`config.mk`:
```
export PLATFORM = sky130hd
export DESIGN_NAME = vrs_readout_seq
export DESIGN_NICKNAME = d
export VERILOG_FILES = /design/src/rtl/vrs_pkg.sv /design/src/rtl/vrs_label_rom.sv /design/src/rtl/vrs_step_ctrl.sv /design/src/rtl/vrs_out_stage.sv /design/src/rtl/vrs_readout_seq.sv
export SDC_FILE = /design/constraint.sdc
export NUM_CORES = 1
export LEC_CHECK = 0
export CAP_MARGIN = 15
export CORE_MARGIN = 3
export CORE_UTILIZATION = 55
export CTS_CLUSTER_SIZE = 16
export DETAILED_ROUTE_END_ITERATION = 10
export GPL_TIMING_DRIVEN = 0
export HOLD_SLACK_MARGIN = 0.05
export PLACE_DENSITY = 0.81
export SLEW_MARGIN = 20
export SYNTH_ARGS = -nofsm -noshare
export SYNTH_HDL_FRONTEND = slang
export SYNTH_SLANG_ARGS = --single-unit
```
`constraint.sdc`:
```
create_clock -name clk -period 3.72 [get_ports clk]
set_input_delay 0.744 -clock clk [delete_from_list [all_inputs] [get_ports clk]]
set_output_delay 0.744 -clock clk [all_outputs]
set_load 0.02 [all_outputs]
```
`src/rtl/vrs_pkg.sv`:
```
package vrs_pkg;

  localparam int unsigned CHAR_W = 8;

  typedef enum logic [3:0] {
    PH_CMD,
    PH_LABEL,
    PH_HUN,
    PH_DOT,
    PH_TEN,
    PH_ONE,
    PH_SPACE,
    PH_UNIT,
    PH_END
  } phase_e;

  typedef enum logic {
    REQ_VOLT = 1'b0,
    REQ_KEY  = 1'b1
  } req_e;

  localparam logic [CHAR_W-1:0] CMD_LINE1 = 8'h80;
  localparam logic [CHAR_W-1:0] CMD_LINE2 = 8'hC0;
  localparam logic [CHAR_W-1:0] CH_POINT  = 8'h2E;
  localparam logic [CHAR_W-1:0] CH_BLANK  = 8'h20;
  localparam logic [CHAR_W-1:0] CH_UNIT   = 8'h56;

  // Stored label text; a zero marks the end of each label.
  function automatic logic [CHAR_W-1:0] label_char(input logic key_sel, input int unsigned idx);
    logic [CHAR_W-1:0] c;
    c = '0;
    if (!key_sel) begin
      case (idx)
        0: c = 8'h56;  // V
        1: c = 8'h6F;  // o
        2: c = 8'h6C;  // l
        3: c = 8'h74;  // t
        4: c = 8'h73;  // s
        5: c = 8'h20;  // space
        6: c = 8'h3D;  // =
        7: c = 8'h20;  // space
        default: c = '0;
      endcase
    end else begin
      case (idx)
        0: c = 8'h4B;  // K
        1: c = 8'h65;  // e
        2: c = 8'h79;  // y
        3: c = 8'h20;  // space
        4: c = 8'h3D;  // =
        5: c = 8'h20;  // space
        default: c = '0;
      endcase
    end
    return c;
  endfunction

endpackage

```
`src/rtl/vrs_label_rom.sv`:
```
module vrs_label_rom
  import vrs_pkg::*;
#(
  parameter int unsigned LBL_AW = 4
) (
  input  req_e                    sel,
  input  logic [LBL_AW-1:0]       idx,
  output logic [CHAR_W-1:0]       char_cur,
  output logic [CHAR_W-1:0]       char_nxt
);

  localparam int unsigned LBL_DEPTH = 1 << LBL_AW;
  localparam logic [LBL_AW-1:0] IDX_MAX = LBL_AW'(LBL_DEPTH - 1);

  logic [CHAR_W-1:0] rom [0:1][0:LBL_DEPTH-1];

  for (genvar s = 0; s < 2; s++) begin : g_lbl
    for (genvar i = 0; i < LBL_DEPTH; i++) begin : g_ent
      assign rom[s][i] = label_char(s == 1, i);
    end
  end

  logic [LBL_AW-1:0] idx_inc;
  assign idx_inc  = idx + LBL_AW'(1);
  assign char_cur = rom[sel][idx];
  // Past the last entry the label is treated as terminated.
  assign char_nxt = (idx == IDX_MAX) ? '0 : rom[sel][idx_inc];

endmodule

```
`src/rtl/vrs_step_ctrl.sv`:
```
module vrs_step_ctrl
  import vrs_pkg::*;
#(
  parameter int unsigned       DIGIT_W   = 4,
  parameter int unsigned       LBL_AW    = 4,
  parameter logic [CHAR_W-1:0] ASCII_OFS = 8'h30
) (
  input  logic                 clk,
  input  logic                 rst,
  input  logic                 start_volt,
  input  logic                 start_key,
  input  logic [DIGIT_W-1:0]   hun_in,
  input  logic [DIGIT_W-1:0]   ten_in,
  input  logic [DIGIT_W-1:0]   one_in,
  input  logic                 out_busy,
  input  logic                 take,
  input  logic [CHAR_W-1:0]    lbl_cur,
  input  logic [CHAR_W-1:0]    lbl_nxt,
  output req_e                 lbl_sel,
  output logic [LBL_AW-1:0]    lbl_idx,
  output logic                 item_avail,
  output logic [CHAR_W-1:0]    item_byte,
  output logic                 item_rs,
  output logic                 item_last
);

  logic               active_q;
  req_e               mode_q;
  phase_e             phase_q;
  logic [LBL_AW-1:0]  ptr_q;
  logic [DIGIT_W-1:0] hun_q, ten_q, one_q;

  logic   idle;
  phase_e post_label;
  phase_e eff_phase;

  assign idle       = !active_q && !out_busy;
  assign post_label = (mode_q == REQ_VOLT) ? PH_HUN : PH_END;
  assign lbl_sel    = mode_q;
  assign lbl_idx    = ptr_q;

  // An empty label slot resolves straight to what follows the label.
  always_comb begin
    eff_phase = phase_q;
    if (phase_q == PH_LABEL && lbl_cur == '0) eff_phase = post_label;
  end

  always_comb begin
    item_byte = '0;
    item_rs   = 1'b1;
    item_last = 1'b0;
    case (eff_phase)
      PH_CMD: begin
        item_byte = (mode_q == REQ_VOLT) ? CMD_LINE1 : CMD_LINE2;
        item_rs   = 1'b0;
        item_last = (mode_q == REQ_KEY) && (lbl_cur == '0);
      end
      PH_LABEL: begin
        item_byte = lbl_cur;
        item_last = (mode_q == REQ_KEY) && (lbl_nxt == '0);
      end
      PH_HUN:   item_byte = ASCII_OFS + CHAR_W'(hun_q);
      PH_DOT:   item_byte = CH_POINT;
      PH_TEN:   item_byte = ASCII_OFS + CHAR_W'(ten_q);
      PH_ONE:   item_byte = ASCII_OFS + CHAR_W'(one_q);
      PH_SPACE: item_byte = CH_BLANK;
      PH_UNIT: begin
        item_byte = CH_UNIT;
        item_last = 1'b1;
      end
      default: item_byte = '0;
    endcase
  end

  assign item_avail = active_q && (eff_phase != PH_END);

  always_ff @(posedge clk) begin
    if (rst) begin
      active_q <= 1'b0;
      mode_q   <= REQ_VOLT;
      phase_q  <= PH_CMD;
      ptr_q    <= '0;
      hun_q    <= '0;
      ten_q    <= '0;
      one_q    <= '0;
    end else if (idle) begin
      if (start_volt || start_key) begin
        active_q <= 1'b1;
        mode_q   <= start_volt ? REQ_VOLT : REQ_KEY;
        phase_q  <= PH_CMD;
        ptr_q    <= '0;
        hun_q    <= hun_in;
        ten_q    <= ten_in;
        one_q    <= one_in;
      end
    end else if (take) begin
      if (item_last) begin
        active_q <= 1'b0;
        phase_q  <= PH_CMD;
        ptr_q    <= '0;
      end else begin
        case (eff_phase)
          PH_CMD: begin
            phase_q <= PH_LABEL;
            ptr_q   <= '0;
          end
          PH_LABEL: begin
            if (lbl_nxt == '0) phase_q <= post_label;
            else               ptr_q   <= ptr_q + LBL_AW'(1);
          end
          PH_HUN:   phase_q <= PH_DOT;
          PH_DOT:   phase_q <= PH_TEN;
          PH_TEN:   phase_q <= PH_ONE;
          PH_ONE:   phase_q <= PH_SPACE;
          PH_SPACE: phase_q <= PH_UNIT;
          default:  phase_q <= PH_END;
        endcase
      end
    end
  end

endmodule

```
`src/rtl/vrs_out_stage.sv`:
```
module vrs_out_stage
  import vrs_pkg::*;
(
  input  logic              clk,
  input  logic              rst,
  input  logic              item_avail,
  input  logic [CHAR_W-1:0] item_byte,
  input  logic              item_rs,
  input  logic              item_last,
  output logic              take,
  output logic              out_valid,
  input  logic              out_ready,
  output logic [CHAR_W-1:0] out_byte,
  output logic              out_rs,
  output logic              done_pulse
);

  logic last_q;
  logic accept;

  assign accept = out_valid && out_ready;
  assign take   = item_avail && (!out_valid || out_ready);

  always_ff @(posedge clk) begin
    if (rst) begin
      out_valid  <= 1'b0;
      out_byte   <= '0;
      out_rs     <= 1'b0;
      last_q     <= 1'b0;
      done_pulse <= 1'b0;
    end else begin
      done_pulse <= accept && last_q;
      if (take) begin
        out_valid <= 1'b1;
        out_byte  <= item_byte;
        out_rs    <= item_rs;
        last_q    <= item_last;
      end else if (out_ready) begin
        out_valid <= 1'b0;
      end
    end
  end

endmodule

```
`src/rtl/vrs_readout_seq.sv`:
```
module vrs_readout_seq
  import vrs_pkg::*;
#(
  parameter int unsigned DIGIT_W   = 4,
  parameter int unsigned LBL_AW    = 4,
  parameter logic [7:0]  ASCII_OFS = 8'h30
) (
  input  logic               clk,
  input  logic               rst,
  input  logic               start_volt,
  input  logic               start_key,
  input  logic [DIGIT_W-1:0] hun_digit,
  input  logic [DIGIT_W-1:0] ten_digit,
  input  logic [DIGIT_W-1:0] one_digit,
  output logic               out_valid,
  input  logic               out_ready,
  output logic [7:0]         out_byte,
  output logic               out_rs,
  output logic               done_pulse
);

  req_e              lbl_sel;
  logic [LBL_AW-1:0] lbl_idx;
  logic [CHAR_W-1:0] lbl_cur, lbl_nxt;
  logic              item_avail, item_rs, item_last, take;
  logic [CHAR_W-1:0] item_byte;

  vrs_label_rom #(.LBL_AW(LBL_AW)) u_rom (
    .sel      (lbl_sel),
    .idx      (lbl_idx),
    .char_cur (lbl_cur),
    .char_nxt (lbl_nxt)
  );

  vrs_step_ctrl #(
    .DIGIT_W   (DIGIT_W),
    .LBL_AW    (LBL_AW),
    .ASCII_OFS (ASCII_OFS)
  ) u_ctrl (
    .clk        (clk),
    .rst        (rst),
    .start_volt (start_volt),
    .start_key  (start_key),
    .hun_in     (hun_digit),
    .ten_in     (ten_digit),
    .one_in     (one_digit),
    .out_busy   (out_valid),
    .take       (take),
    .lbl_cur    (lbl_cur),
    .lbl_nxt    (lbl_nxt),
    .lbl_sel    (lbl_sel),
    .lbl_idx    (lbl_idx),
    .item_avail (item_avail),
    .item_byte  (item_byte),
    .item_rs    (item_rs),
    .item_last  (item_last)
  );

  vrs_out_stage u_out (
    .clk        (clk),
    .rst        (rst),
    .item_avail (item_avail),
    .item_byte  (item_byte),
    .item_rs    (item_rs),
    .item_last  (item_last),
    .take       (take),
    .out_valid  (out_valid),
    .out_ready  (out_ready),
    .out_byte   (out_byte),
    .out_rs     (out_rs),
    .done_pulse (done_pulse)
  );

endmodule

```
Yosys cells after proc, flatten, opt, wreduce, memory -nomap -nowiden
Index checks and enable logic that the tools add are counted.
{"block": "word_totals", "regBits": 34, "wordCells": 92, "inputBits": 17}
{"block": "classes", "eq_ne": 13, "n_addsub": 4, "reduce_logical": 23, "n_mux": 34, "order_cmp": 3, "bitwise": 3}
{"operator": "2-to-1 mux 128 bit", "count": 2}
{"operator": "2-to-1 mux 125 bit", "count": 1}
{"operator": "binary-select mux 8 bit (select 4 bit)", "count": 2}
{"operator": "one-hot mux 8 bit (8 select lines)", "count": 1}
{"operator": "2-to-1 mux 4 bit", "count": 11}
{"operator": "2-to-1 mux 8 bit", "count": 5}
{"operator": "one-hot mux 4 bit (7 select lines)", "count": 1}
{"operator": "adder 6 x 4 -> 7 bit, first input constant", "count": 3}
{"operator": "== test 4 x 3 -> 1 bit, second input constant", "count": 4}
{"operator": "logical NOT 8 bit", "count": 2}
{"operator": ">= comparator 5 bit, second input constant", "count": 2}
{"operator": "NOT 4 -> 5 bit", "count": 2}
{"operator": "== test 4 x 1 -> 1 bit, second input constant", "count": 2}
{"operator": "== test 4 x 2 -> 1 bit, second input constant", "count": 2}
{"operator": "logical AND 1 bit", "count": 8}
{"operator": "2-to-1 mux 1 bit", "count": 8}
{"operator": "one-hot mux 4 bit (2 select lines)", "count": 1}
{"operator": "2-to-1 mux 7 bit", "count": 1}
{"operator": "AND reduction 3 bit", "count": 2}
{"operator": "nonzero test 2 bit", "count": 3}
{"operator": "adder 4 x 1 -> 4 bit, second input constant", "count": 1}
{"operator": "== test 4 bit, second input constant", "count": 1}
{"operator": "logical NOT 4 bit", "count": 1}
{"operator": "!= test 4 x 1 -> 1 bit, second input constant", "count": 1}
{"operator": "other kinds (11)", "count": 13}

Depth between registers and ports, before layout
Gate-level depths: netlist of run 1.
{"block": "depth", "ltp_word": 15, "ltp_mapped": 11}

Hierarchy
From an unflattened synthesis of run 1, not the netlist that was laid out.
{"block": "unflattened", "hier_cells": 325, "hier_area_um2": 2575.0}
{"module": "vrs_step_ctrl", "n_inst": 1, "cells_per_inst": 194, "seq_area_each_um2": 440.4, "area_each_um2": 1505.2}
{"module": "vrs_label_rom", "n_inst": 1, "cells_per_inst": 80, "seq_area_each_um2": 0.0, "area_each_um2": 536.8}
{"module": "vrs_out_stage", "n_inst": 1, "cells_per_inst": 51, "seq_area_each_um2": 240.2, "area_each_um2": 533.0}

Worst setup path after synthesis of run 1
Ideal clock, no wire load.
{"block": "synth_timing", "path_type": "register -> register", "startpoint": "register u_ctrl.ptr_q[0], in the netlist u_ctrl.lbl_idx[0]", "endpoint": "register u_ctrl.phase_q[2]", "path_slack_ns": 1.122, "t_required_ns": 3.632, "stages_incl_launch_ff": 9, "path_buffers": 0, "period_less_slack_ns": 2.598, "t_arrival_ns": 2.510, "path_cell_list": "dfxtp_1 -> inv_2 -> ha_1 -> mux4_2 -> o21ai_2 -> nand3_2 -> and3_1 -> or4b_4 -> o32ai_2"}
{"block": "synth_between", "elab_chain_len": 12}
{"item": "start, declared", "line": "vrs_step_ctrl.sv:30", "rtl": "logic [LBL_AW-1:0] ptr_q;"}
{"item": "start signal, assigned", "line": "vrs_step_ctrl.sv:109", "rtl": "else ptr_q <= ptr_q + LBL_AW'(1);"}
{"item": "adder 4 x 1 -> 4 bit / NOT 4 -> 5 bit (equally long branches)", "line": "vrs_label_rom.sv:24, vrs_label_rom.sv:25"}
{"item": "NOT 4 -> 5 bit (implied by the code) / binary-select mux 8 bit (select 4 bit) (equally long branches)", "line": "vrs_label_rom.sv:27, vrs_label_rom.sv:25"}
{"item": "binary-select mux 8 bit (select 4 bit) / 2-to-1 mux 8 bit (equally long branches)", "line": "vrs_label_rom.sv:27, vrs_label_rom.sv:25"}
{"item": "2-to-1 mux 8 bit (on tied branches)", "line": "vrs_label_rom.sv:27, vrs_label_rom.sv:25"}
{"item": "2-to-1 mux 8 bit (implied by the code) / logical NOT 8 bit (equally long branches)", "line": "vrs_label_rom.sv:27, vrs_step_ctrl.sv:45, vrs_step_ctrl.sv:56"}
{"item": "2-to-1 mux 8 bit / logical AND 1 bit (equally long branches)", "line": "vrs_label_rom.sv:27, vrs_step_ctrl.sv:45"}
{"item": "logical NOT 8 bit / 2-to-1 mux 4 bit (equally long branches)", "line": "vrs_step_ctrl.sv:60, vrs_step_ctrl.sv:108, vrs_step_ctrl.sv:45"}
{"item": "logical AND 1 bit (tied with other cells)", "line": "vrs_step_ctrl.sv:60", "rtl": "item_last = (mode_q == REQ_KEY) && (lbl_nxt == '0);"}
{"item": "one-hot mux 1 bit (3 select lines) (tied with other cells)", "line": "vrs_step_ctrl.sv:52", "rtl": "case (eff_phase)"}
{"item": "2-to-1 mux 4 bit / logical AND 1 bit (equally long branches)", "line": "vrs_step_ctrl.sv:97, vrs_out_stage.sv:22"}
{"item": "2-to-1 mux 4 bit / nonzero test 2 bit (equally long branches)"}
{"item": "2-to-1 mux 4 bit / AND reduction 3 bit (equally long branches)"}
{"item": "end signal, assigned", "line": "vrs_step_ctrl.sv:108", "rtl": "if (lbl_nxt == '0) phase_q <= post_label;"}
{"item": "end, declared", "line": "vrs_step_ctrl.sv:29", "rtl": "phase_e phase_q;"}
Parallel ways exist; a longest one is shown, timed or not. The select of a mux whose other input is x is not followed.
A chain may end at the register's enable or synchronous reset.

Worst setup path in the final report of run 1
{"block": "layout_timing", "startpoint": "register u_ctrl.mode_q, in the netlist u_ctrl.lbl_sel", "endpoint": "register u_out.out_byte[3]"}
{"block": "layout_between", "elab_chain_len": 13}
{"item": "start, declared", "line": "vrs_step_ctrl.sv:28", "rtl": "req_e mode_q;"}
{"item": "start signal, assigned", "line": "vrs_step_ctrl.sv:89", "rtl": "mode_q <= start_volt ? REQ_VOLT : REQ_KEY;"}
{"item": "parallel branches: the longest is 13 deep, another holds 2-to-1 mux 128 bit"}
{"item": "end signal, assigned", "line": "vrs_out_stage.sv:35", "rtl": "out_byte <= item_byte;"}
{"item": "end, declared", "line": "vrs_out_stage.sv:13", "rtl": "output logic [CHAR_W-1:0] out_byte,"}
Several ways; the timed one is not identified. The select of a mux whose other input is x is not followed.

==> results.py, run 1 <==
metrics = {
    "logic_synthesis": {
        "yosys_warnings": 0,
        "yosys_most_used_dff": "dfxtp_1",
        "synth_nets": 288,
        "async_flop_share": 0,
        "synth_edf_count": 0,
        "avgSynthCellArea_um2": 7.995,
        "synth.cell_area_um2": 2111,
        "yosysUniqueCellTypes": 64,
        "syn_inst": 264,
        "ys_ff_latch": 34,
        "synth_seq_area_share": 0.3225,
    },
    "min_path": {
        "hold_path.class": "flip-flop to flip-flop",
        "min-delay-start": "u_ctrl.one_q[0]$_SDFFE_PP0P_",
    },
    "setup_path": {
        "critPathTopFamily": "simple AND/OR/NAND/NOR gates",
        "cp-start-kind": "flip-flop",
        "r2r-start": "u_ctrl.lbl_sel$_SDFFE_PP0P_",
        "cpMaxStageDelayCell": "nor4_1",
        "endpoint_kind": "flip-flop",
        "crit_required_ns": 3.88,
        "path_cells": "inv_1, ha_1, mux2_2, a22o_1, nor4_1, o22ai_1, or3b_1, o41ai_1",
        "crit_fanout": 8,
        "max_stage_delay_ns": 0.50,
        "startpoint": "u_ctrl.lbl_sel$_SDFFE_PP0P_",
        "critPathKind": "flip-flop to flip-flop",
        "crit_buf_inv": 1,
        "arrival_ns": 3.24,
    },
    "sta": {
        "skew_ns": 0.007848,
        "fin_ws_ns": 0.6412,
        "fin_crit_ns": 3.079,
        "final_hold_viol_count": 0,
        "fmax_mhz": 324.8,
        "slew_headroom": 0.4755,
        "worst_slew_pin_slew_ns": 0.7867,
        "layout_worst_path_cycle_share": 0.8276,
        "tns_ns": 0,
        "maxSlewViolCount": 0,
        "rsz0062_at_grt": "no",
        "setup_viol": 0,
    },
    "die": {
        "initial_core_util": 0.5995,
        "die_w_um": 67.95,
        "ioPinCount": 28,
        "dieArea_um2": 4617,
        "design.core.area_um2": 3521,
        "die_h_um": 67.95,
        "rows": 21,
    },
    "grt": {
        "grt-ovfl-total": 0,
        "grt_pass1_wl_mm": 9.535,
        "antenna_found_initial": 0,
        "grt_pass1_vias": 1960,
        "grt_start_max_net_pins": 12,
        "grt_usage": 0.2752,
    },
    "routing": {
        "ant_nets": 0,
        "drc": 0,
        "first_pass_iters": 5,
        "drtIter0Drc": 237,
        "wl_per_cell_um": 16.59,
        "vias": 2154,
        "routed_wl_mm": 5.725,
        "viasPerCell": 6.243,
    },
    "clocking": {
        "cts_max_level": 2,
        "cts_setup_buffers": 0,
        "clk_pin_slew_worst_paths_ns": 0.07,
        "clk_path_buf_depth": 2,
        "hold_buffers": 0,
        "cts-resized-gates": 0,
        "cts_made_buffers": 5,
        "clk_latency_ns": 0.29,
        "cts_root_buffer": "clkbuf_8",
        "cts_tree": "built",
        "cts.sinks": 34,
    },
    "place": {
        "dp_hpwl_mm": 4.242,
        "dp_slack_ns": 0.6323,
        "gp_congestion": 0.9863,
        "place.port_buffers": 27,
    },
    "power_and_ir_drop": {
        "powerDensity_nw_per_um2": 516.2,
        "p_leak_nw": 0.8881,
        "total_power_w": 0.001308,
        "vdd_drop_max_uv": 310.4,
    },
    "final_layout": {
        "layout_commonest_cell": "nand2_1",
        "area_growth_pct": 20.04,
        "layout.cells.most_common_list": "39 x nand2_1, 34 x dfxtp_1, 27 x clkdlybuf4s50_1",
        "drive_above_1_share": 0.09699,
        "diodes": 0,
        "nNetsFinal": 322,
    },
    "flow_run": {
        "drv_cap": 0,
    },
    "run_status": {
        "outcome": "finished, final reports clean",
    },
}
==> power by group <==
| group | total [W] | leakage (nW) | switching (W) | internal [W] |
|---|---|---|---|---|
| clock | 0.000286 | 0.0472 | 0.000138 | 0.000149 |
| combinational | 0.000552 | 0.563 | 0.000332 | 0.000220 |
| sequential | 0.000470 | 0.278 | 0.0000469 | 0.000423 |
==> layer usage <==
metal,track usage,wire [um]
met1,0.3709,2565
met2,0.4320,2676
met3,0.06404,350
met4,0.08933,132
met5,0,0
==> area by class of cell <==
type	instances	area [um2]
multi-input combinational	203	1310
fill	300	987.2
sequential	34	680.7
timing repair buffer	27	270.3
clock buffer	6	82.58
buffer	16	76.32
tap	46	57.56
inverter	11	43.79
clock inverter	2	12.51
==> through the flow <==
stage	area [um2]	util	cells	hold slack [ns]
after detailed placement	2439	0.6926	337	0.4548
after global routing	2534	0.7196	345	0.4922
after CTS	2534	0.7196	345	0.4639
final	2534	0.7196	345	0.4631
after floorplan	2111	-	264	0.4357
after global placement	2439	0.6926	337	0.4431
==> sequential cells by signal (all words and copies together), names as in the netlist <==
signal,count
u_ctrl.active_q,1
u_ctrl.hun_q,4
u_ctrl.lbl_idx,4
u_ctrl.lbl_sel,1
u_ctrl.one_q,4
u_ctrl.phase_q,4
u_ctrl.ten_q,4
u_out.done_pulse,1
u_out.last_q,1
u_out.out_byte,8
u_out.out_rs,1
u_out.out_valid,1
==> worst paths after layout <==
| path | to | slack (ns) | cells past startpoint |
|---|---|---|---|
| setup / recovery | u_out.out_byte[3]$_SDFFE_PP0P_ | 0.64 | 8 |
| hold / removal | u_ctrl.one_q[0]$_SDFFE_PP0P_ | 0.46 | 2 |
| setup reg to reg | u_out.out_byte[3]$_SDFFE_PP0P_ | 0.64 | 8 |
| hold reg to reg | u_ctrl.one_q[0]$_SDFFE_PP0P_ | 0.46 | 2 |
==> worst register-to-register path, stage by stage, from the launching register on <==
cell	delay, ns
dfxtp_1	0.48
inv_1	0.17
ha_1	0.30
mux2_2	0.30
a22o_1	0.26
nor4_1	0.50
o22ai_1	0.40
or3b_1	0.46
o41ai_1	0.09
==> cells by family (layout without fill, tap and decap cells) <==
family / after synthesis / after routing / synth area share
xor gates and xnor gates: 1 / 1 / 0.004150
AOI/OAI and AO/OA: 80 / 80 / 0.2745
and+or+nand+nor: 106 / 106 / 0.2454
DFF: 34 / 34 / 0.3225
buffers and inverters: 27 / 62 / 0.05690
adders and majority gates: 7 / 7 / 0.04149
muxes: 9 / 9 / 0.05513
==> synthesized netlist by cell type (2+ instances only) <==
cell	count	share of area
o32ai_1	2	0.0083
nor2b_1	5	0.015
dfxtp_1	34	0.32
a211oi_1	5	0.018
nand3_1	6	0.014
nor3_1	4	0.0095
mux4_2	2	0.021
o21ai_0	10	0.024
nand2b_1	7	0.021
and2_1	2	0.0059
or2_2	3	0.0089
o211ai_1	3	0.011
mux2i_1	6	0.028
nor4_1	2	0.0059
a21oi_1	26	0.062
clkbuf_1	10	0.018
nand2_1	39	0.069
buf_4	2	0.0071
a221oi_1	2	0.0083
inv_1	9	0.016
nand4_1	3	0.0089
a22oi_1	2	0.0071
o32ai_2	2	0.015
nor2_1	25	0.044
buf_1	2	0.0036
o21a_1	2	0.0071
a31oi_1	5	0.015
ha_1	7	0.041
o311ai_0	2	0.0083
No activity file was read; power rests on OpenSTA's default activity.
==> inputs of run 2 (changes only) <==
--- a/config.mk
+++ b/config.mk
@@ -7,12 +7,12 @@
 export LEC_CHECK = 0
 export CAP_MARGIN = 15
 export CORE_MARGIN = 3
-export CORE_UTILIZATION = 55
+export CORE_UTILIZATION = 50
 export CTS_CLUSTER_SIZE = 16
 export DETAILED_ROUTE_END_ITERATION = 10
 export GPL_TIMING_DRIVEN = 0
 export HOLD_SLACK_MARGIN = 0.05
-export PLACE_DENSITY = 0.81
+export PLACE_DENSITY = 0.77
 export SLEW_MARGIN = 20
 export SYNTH_ARGS = -nofsm -noshare
 export SYNTH_HDL_FRONTEND = slang
==> constraint.sdc (replaced) <==
create_clock -name clk -period 2.5 [get_ports clk]
set_input_delay 0.5 -clock clk [delete_from_list [all_inputs] [get_ports clk]]
set_output_delay 0.5 -clock clk [all_outputs]
set_load 0.02 [all_outputs]
==> run 2 against run 1 <==
The run now ends with negative setup slack left. Critical endpoint is now u_ctrl.lbl_idx[1]$_SDFFE_PP0P_. Count of clock-buffer cells in the layout did not move. Clock skew down 0.0017 ns. Hold slack lost 0.0043 ns. Non-clock buffer count up 15. Critical path depth rose by 1. Largest power group unchanged. Sequential power rose by 49%. Final cell count grew 4.9%. Combinational power grew 81%. Via count is 4.9% higher. Largest cell class unchanged. Die area grew 9.1%.
==> results.py, run 2 (synthesis results as in run 1) <==
metrics = {
    "setup_path": {
        "arrival_ns": 2.80,
        "critPathKind": "flip-flop to flip-flop",
        "path_cells": "inv_6, ha_4, mux4_2, o21ai_4, a311o_2, o311ai_4, buf_12, or4b_4, mux2i_1",
        "r2r-start": "u_ctrl.lbl_idx[0]$_SDFFE_PP0P_",
        "cp-start-kind": "flip-flop",
        "startpoint": "u_ctrl.lbl_idx[0]$_SDFFE_PP0P_",
        "crit_fanout": 7,
        "crit_buf_inv": 2,
        "critPathTopFamily": "multiplexers",
        "cpMaxStageDelayCell": "mux4_2",
        "crit_required_ns": 2.73,
        "max_stage_delay_ns": 0.50,
        "endpoint_kind": "flip-flop",
    },
    "clocking": {
        "cts_max_level": 2,
        "clk_pin_slew_worst_paths_ns": 0.07,
        "cts.sinks": 34,
        "hold_buffers": 0,
        "cts_root_buffer": "clkbuf_8",
        "cts_made_buffers": 5,
        "clk_path_buf_depth": 2,
        "cts_tree": "built",
        "clk_latency_ns": 0.29,
    },
    "final_layout": {
        "diodes": 0,
        "multi_input_area_um2": 1443,
        "seq_area_um2": 689.4,
        "largest_reg_flops": 8,
        "drive_above_1_share": 0.1943,
        "area_growth_pct": 34.38,
        "n_fill_cell": 308,
        "layout_commonest_cell": "nand2_1",
        "top_register": "u_out.out_byte",
        "layout.cells.most_common_list": "39 x nand2_1, 31 x dfxtp_1, 27 x clkdlybuf4s50_1",
        "nNetsFinal": 337,
        "finalNonFillerCells": 362,
    },
    "place": {
        "dpl.cell_count": 339,
        "gp_congestion": 0.9667,
        "place.port_buffers": 27,
        "dp_hpwl_mm": 4.311,
    },
    "die": {
        "die_w_um": 70.98,
        "dieArea_um2": 5037,
        "rows": 22,
        "ioPinCount": 28,
        "initial_core_util": 0.5477,
        "design.core.area_um2": 3854,
        "die_h_um": 70.98,
    },
    "routing": {
        "wl_per_cell_um": 17.00,
        "viasPerCell": 6.240,
        "drt-met1-wl_mm": 2.789,
        "drtIter0Drc": 285,
        "routed_wl_mm": 6.153,
        "met2_wirelength_mm": 2.726,
        "vias": 2259,
        "first_pass_iters": 5,
        "met3WireLength_um": 473,
        "drc": 0,
        "routed.top_layer": "met4",
        "ant_nets": 0,
    },
    "run_status": {
        "outcome": "finished, violations left",
        "violations": "negative setup slack",
    },
    "sta": {
        "fin_crit_ns": 2.577,
        "layout_worst_path_cycle_share": 1.031,
        "fmax_mhz": 388.0,
        "skew_ns": 0.006155,
        "final_hold_viol_count": 0,
        "fin_ws_ns": -0.07702,
        "maxSlewViolCount": 0,
        "setup_viol": 5,
        "worst_slew_pin_slew_ns": 0.6946,
        "slew_headroom": 0.5326,
        "rsz0062_at_grt": "yes",
    },
    "flow_run": {
        "drv_cap": 0,
    },
    "power_and_ir_drop": {
        "powerDensity_nw_per_um2": 750.1,
        "vdd_drop_max_uv": 441.8,
        "total_power_w": 0.002128,
        "p_leak_nw": 0.9979,
    },
    "grt": {
        "grt_start_max_net_pins": 12,
        "antenna_found_initial": 0,
        "grt_usage": 0.2422,
        "grt_pass1_wl_mm": 9.749,
        "grt_pass1_vias": 2037,
        "grt-ovfl-total": 0,
    },
    "min_path": {
        "hold_path.class": "flip-flop to flip-flop",
        "min-delay-start": "u_ctrl.one_q[2]$_SDFFE_PP0P_",
    },
}
run 2: path summary, 6_finish.rpt:
| kind | endpoint | slack (ns) | depth (start not counted) |
|---|---|---|---|
| max | u_ctrl.lbl_idx[1]$_SDFFE_PP0P_ | -0.08 | 9 |
| min | u_ctrl.one_q[2]$_SDFFE_PP0P_ | 0.46 | 2 |
| max reg2reg | u_ctrl.lbl_idx[1]$_SDFFE_PP0P_ | -0.08 | 9 |
| min reg2reg | u_ctrl.one_q[2]$_SDFFE_PP0P_ | 0.46 | 2 |
run 2: area by class of cell:
type,instances,area share
multi-input cells,203,0.5086
inverters,11,0.01897
flip-flops and latches,34,0.2431
clock buffers,6,0.02911
well taps,48,0.02117
plain buffers,16,0.03088
clock inverters,2,0.004411
repair buffers,42,0.1438
run 2: metrics by stage:
step | hold slack (ns) | area, um2 | setup TNS (ns) | setup WS [ns] | utilization
6_report | 0.4588 | 2836 | -0.1825 | -0.07702 | 0.7360
5_1_grt | 0.4904 | 2836 | -0.6366 | -0.1520 | 0.7360
4_1_cts | 0.4589 | 2705 | -0.04785 | -0.04278 | 0.7019
3_5_place_dp | 0.4497 | 2469 | -4.457 | -0.4357 | 0.6406
3_3_place_gp | 0.4463 | 2469 | -4.211 | -0.4107 | 0.6406
2_1_floorplan | 0.4357 | 2138 | 0 | 0.04203 | -
run 2: per-layer routing:
| metal | global-route usage | vias to the layer above |
|---|---|---|
| met2 | 0.3769 | 113 |
| met4 | 0.08142 | 0 |
| met1 | 0.3359 | 1060 |
| li1 | - | 1063 |
| met3 | 0.04688 | 23 |
| met5 | 0 | - |
run 2: power breakdown:
part	internal, W	switching [W]
Combinational	0.000434	0.000566
Clock	0.000221	0.000206
Sequential	0.000630	0.0000704
run 2: worst register-to-register path, cell delays in order (launching register included):
cell and delay, ns:
dfxtp_4 0.38, inv_6 0.06, ha_4 0.24, mux4_2 0.50, o21ai_4 0.18, a311o_2 0.24, o311ai_4 0.13, buf_12 0.16
or4b_4 0.47, mux2i_1 0.14
run 2: timing repair:
action	CTS	global route
endpoints found under the setup margin	16	16
pin swaps	7	13
gates cloned	0	0
gates resized for setup	12	17
buffers inserted	10	5
==> inputs of run 3 (changes only) <==
--- a/config.mk
+++ b/config.mk
@@ -6,13 +6,12 @@
 export NUM_CORES = 1
 export LEC_CHECK = 0
 export CAP_MARGIN = 15
-export CORE_MARGIN = 3
-export CORE_UTILIZATION = 50
+export CORE_UTILIZATION = 48
 export CTS_CLUSTER_SIZE = 16
 export DETAILED_ROUTE_END_ITERATION = 10
 export GPL_TIMING_DRIVEN = 0
 export HOLD_SLACK_MARGIN = 0.05
-export PLACE_DENSITY = 0.77
+export PLACE_DENSITY = 0.75
 export SLEW_MARGIN = 20
 export SYNTH_ARGS = -nofsm -noshare
 export SYNTH_HDL_FRONTEND = slang
==> run 3 against run 2 <==
The flow still finishes with violations (negative setup slack). Flip-flop and latch count did not move. Final area fell by 0.35%. Fmax rose by 2.8%. Die area fell by 7.4%. Largest power group unchanged.
==> results.py, run 3 (synthesis results as in run 1) <==
metrics = {
    "final_layout": {
        "diodes": 0,
        "layout_commonest_cell": "nand2_1",
        "drive_above_1_share": 0.1789,
        "nNetsFinal": 336,
        "design_area_um2": 2826,
        "largest_reg_flops": 8,
        "area_growth_pct": 33.91,
        "fin_util": 0.6868,
        "layout.cells.most_common_list": "39 x nand2_1, 32 x dfxtp_1, 27 x clkdlybuf4s50_1",
        "top_register": "u_out.out_byte",
    },
    "routing": {
        "wl_per_cell_um": 16.99,
        "ant_nets": 0,
        "viasPerCell": 6.251,
        "drc": 0,
        "vias": 2269,
        "drtIter0Drc": 294,
        "routed_wl_mm": 6.169,
        "first_pass_iters": 5,
    },
    "setup_path": {
        "arrival_ns": 2.71,
        "critPathKind": "flip-flop to flip-flop",
        "r2r_end": "u_ctrl.phase_q[2]$_SDFFE_PP0P_",
        "endpoint_kind": "flip-flop",
        "crit_fanout": 5,
        "worstRegToRegCells": 8,
        "r2r_slack_ns": -0.006,
        "crit_end": "u_ctrl.phase_q[2]$_SDFFE_PP0P_",
        "crit_required_ns": 2.71,
        "cp-start-kind": "flip-flop",
        "startpoint": "u_ctrl.lbl_sel$_SDFFE_PP0P_",
        "r2r-start": "u_ctrl.lbl_sel$_SDFFE_PP0P_",
    },
    "power_and_ir_drop": {
        "p_leak_nw": 0.9885,
        "total_power_w": 0.002180,
        "powerDensity_nw_per_um2": 771.3,
        "vdd_drop_max_uv": 418.2,
    },
    "die": {
        "die_w_um": 68.32,
        "dieArea_um2": 4667,
        "ioPinCount": 28,
        "initial_core_util": 0.5129,
        "die_h_um": 68.32,
        "rows": 23,
        "design.core.area_um2": 4115,
    },
    "flow_run": {
        "drv_cap": 0,
    },
    "run_status": {
        "violations": "negative setup slack",
        "outcome": "finished, violations left",
    },
    "clocking": {
        "cts_max_level": 2,
        "cts.sinks": 34,
        "clk_pin_slew_worst_paths_ns": 0.07,
        "clk_path_buf_depth": 2,
        "cts_tree": "built",
        "clk_latency_ns": 0.29,
        "cts_made_buffers": 5,
        "cts_root_buffer": "clkbuf_8",
    },
    "place": {
        "place.port_buffers": 27,
        "dp_hpwl_mm": 4.262,
        "gp_congestion": 0.9874,
        "detailed_place.area_um2": 2471,
    },
    "grt": {
        "grt_pass1_vias": 1999,
        "grt-ovfl-total": 0,
        "grt_usage": 0.2873,
        "grt_start_max_net_pins": 12,
        "grt_pass1_wl_mm": 9.818,
        "antenna_found_initial": 0,
    },
    "sta": {
        "worst_slew_pin_slew_ns": 0.5968,
        "timing.hold.ws_ns": 0.4687,
        "fin_ws_ns": -0.006345,
        "rsz0062_at_grt": "yes",
        "final_hold_viol_count": 0,
        "skew_ns": 0.004734,
        "layout_worst_path_cycle_share": 1.003,
        "setup_viol": 1,
        "tns_ns": -0.006345,
        "maxSlewViolCount": 0,
        "fmax_mhz": 399.0,
        "slew_headroom": 0.5985,
        "fin_crit_ns": 2.506,
    },
    "min_path": {
        "min-delay-start": "u_ctrl.one_q[3]$_SDFFE_PP0P_",
        "hold_path.class": "flip-flop to flip-flop",
    },
}
## run 3: layout make-up
| type | instances | area (um2) |
|---|---|---|
| Clock buffer | 7 | 86.33 |
| Fill cell | 324 | 1289 |
| Multi-Input combinational cell | 203 | 1430 |
| Inverter | 11 | 53.80 |
| Sequential cell | 34 | 688.2 |
| Buffer | 16 | 87.58 |
| Clock inverter | 1 | 30.03 |
| Tap cell | 50 | 62.56 |
| Timing Repair Buffer | 41 | 387.9 |
## run 3: how the worst min path moves through the flow
stage	end	slack (ns)	cells after the start
2_1_floorplan	u_ctrl.ten_q[3]$_SDFFE_PP0P_	0.44	2
3_3_place_gp	u_ctrl.one_q[3]$_SDFFE_PP0P_	0.44	2
3_5_place_dp	u_ctrl.ten_q[1]$_SDFFE_PP0P_	0.46	2
4_1_cts	u_ctrl.ten_q[1]$_SDFFE_PP0P_	0.47	2
5_1_grt	u_ctrl.ten_q[1]$_SDFFE_PP0P_	0.48	2
6_report	u_ctrl.one_q[3]$_SDFFE_PP0P_	0.47	2
## run 3: critical path: stages (launching register included)
cell,delay [ns]
dfxtp_4,0.41
inv_6,0.05
ha_4,0.21
mux4_2,0.50
o21ai_4,0.18
a311o_2,0.24
o311ai_4,0.14
or4b_4,0.58
o32ai_2,0.11
## run 3: through the flow
step                instances  worst slack, ns
floorplan                 264          0.04203
global placement          341          -0.3448
detailed placement        341          -0.3923
CTS                       359         0.004104
global route              363         -0.07059
finish                    363        -0.006345
## run 3: timing repair
item / 4_1_cts / 5_1_grt
setup endpoints to repair: 18 / 16
buffers inserted: 10 / 4
endpoints found under the hold margin: 0 / 0
gates resized for setup: 11 / 15
pin swaps: 8 / 6
hold buffers: 0 / 0
## run 3: metal layers
metal,vias to the layer above,track usage,part of all wire
li1,1071,-,-
met1,1031,0.4063,0.45
met2,141,0.4191,0.43
met3,26,0.06167,0.090
met4,0,0.1120,0.031
met5,-,0,0
## run 3: power breakdown
part	leakage, nW	internal, W	total [W]	switching [W]
Combinational	0.651	0.000402	0.000945	0.000543
Sequential	0.280	0.000630	0.000704	0.0000733
Clock	0.0585	0.000325	0.000531	0.000206
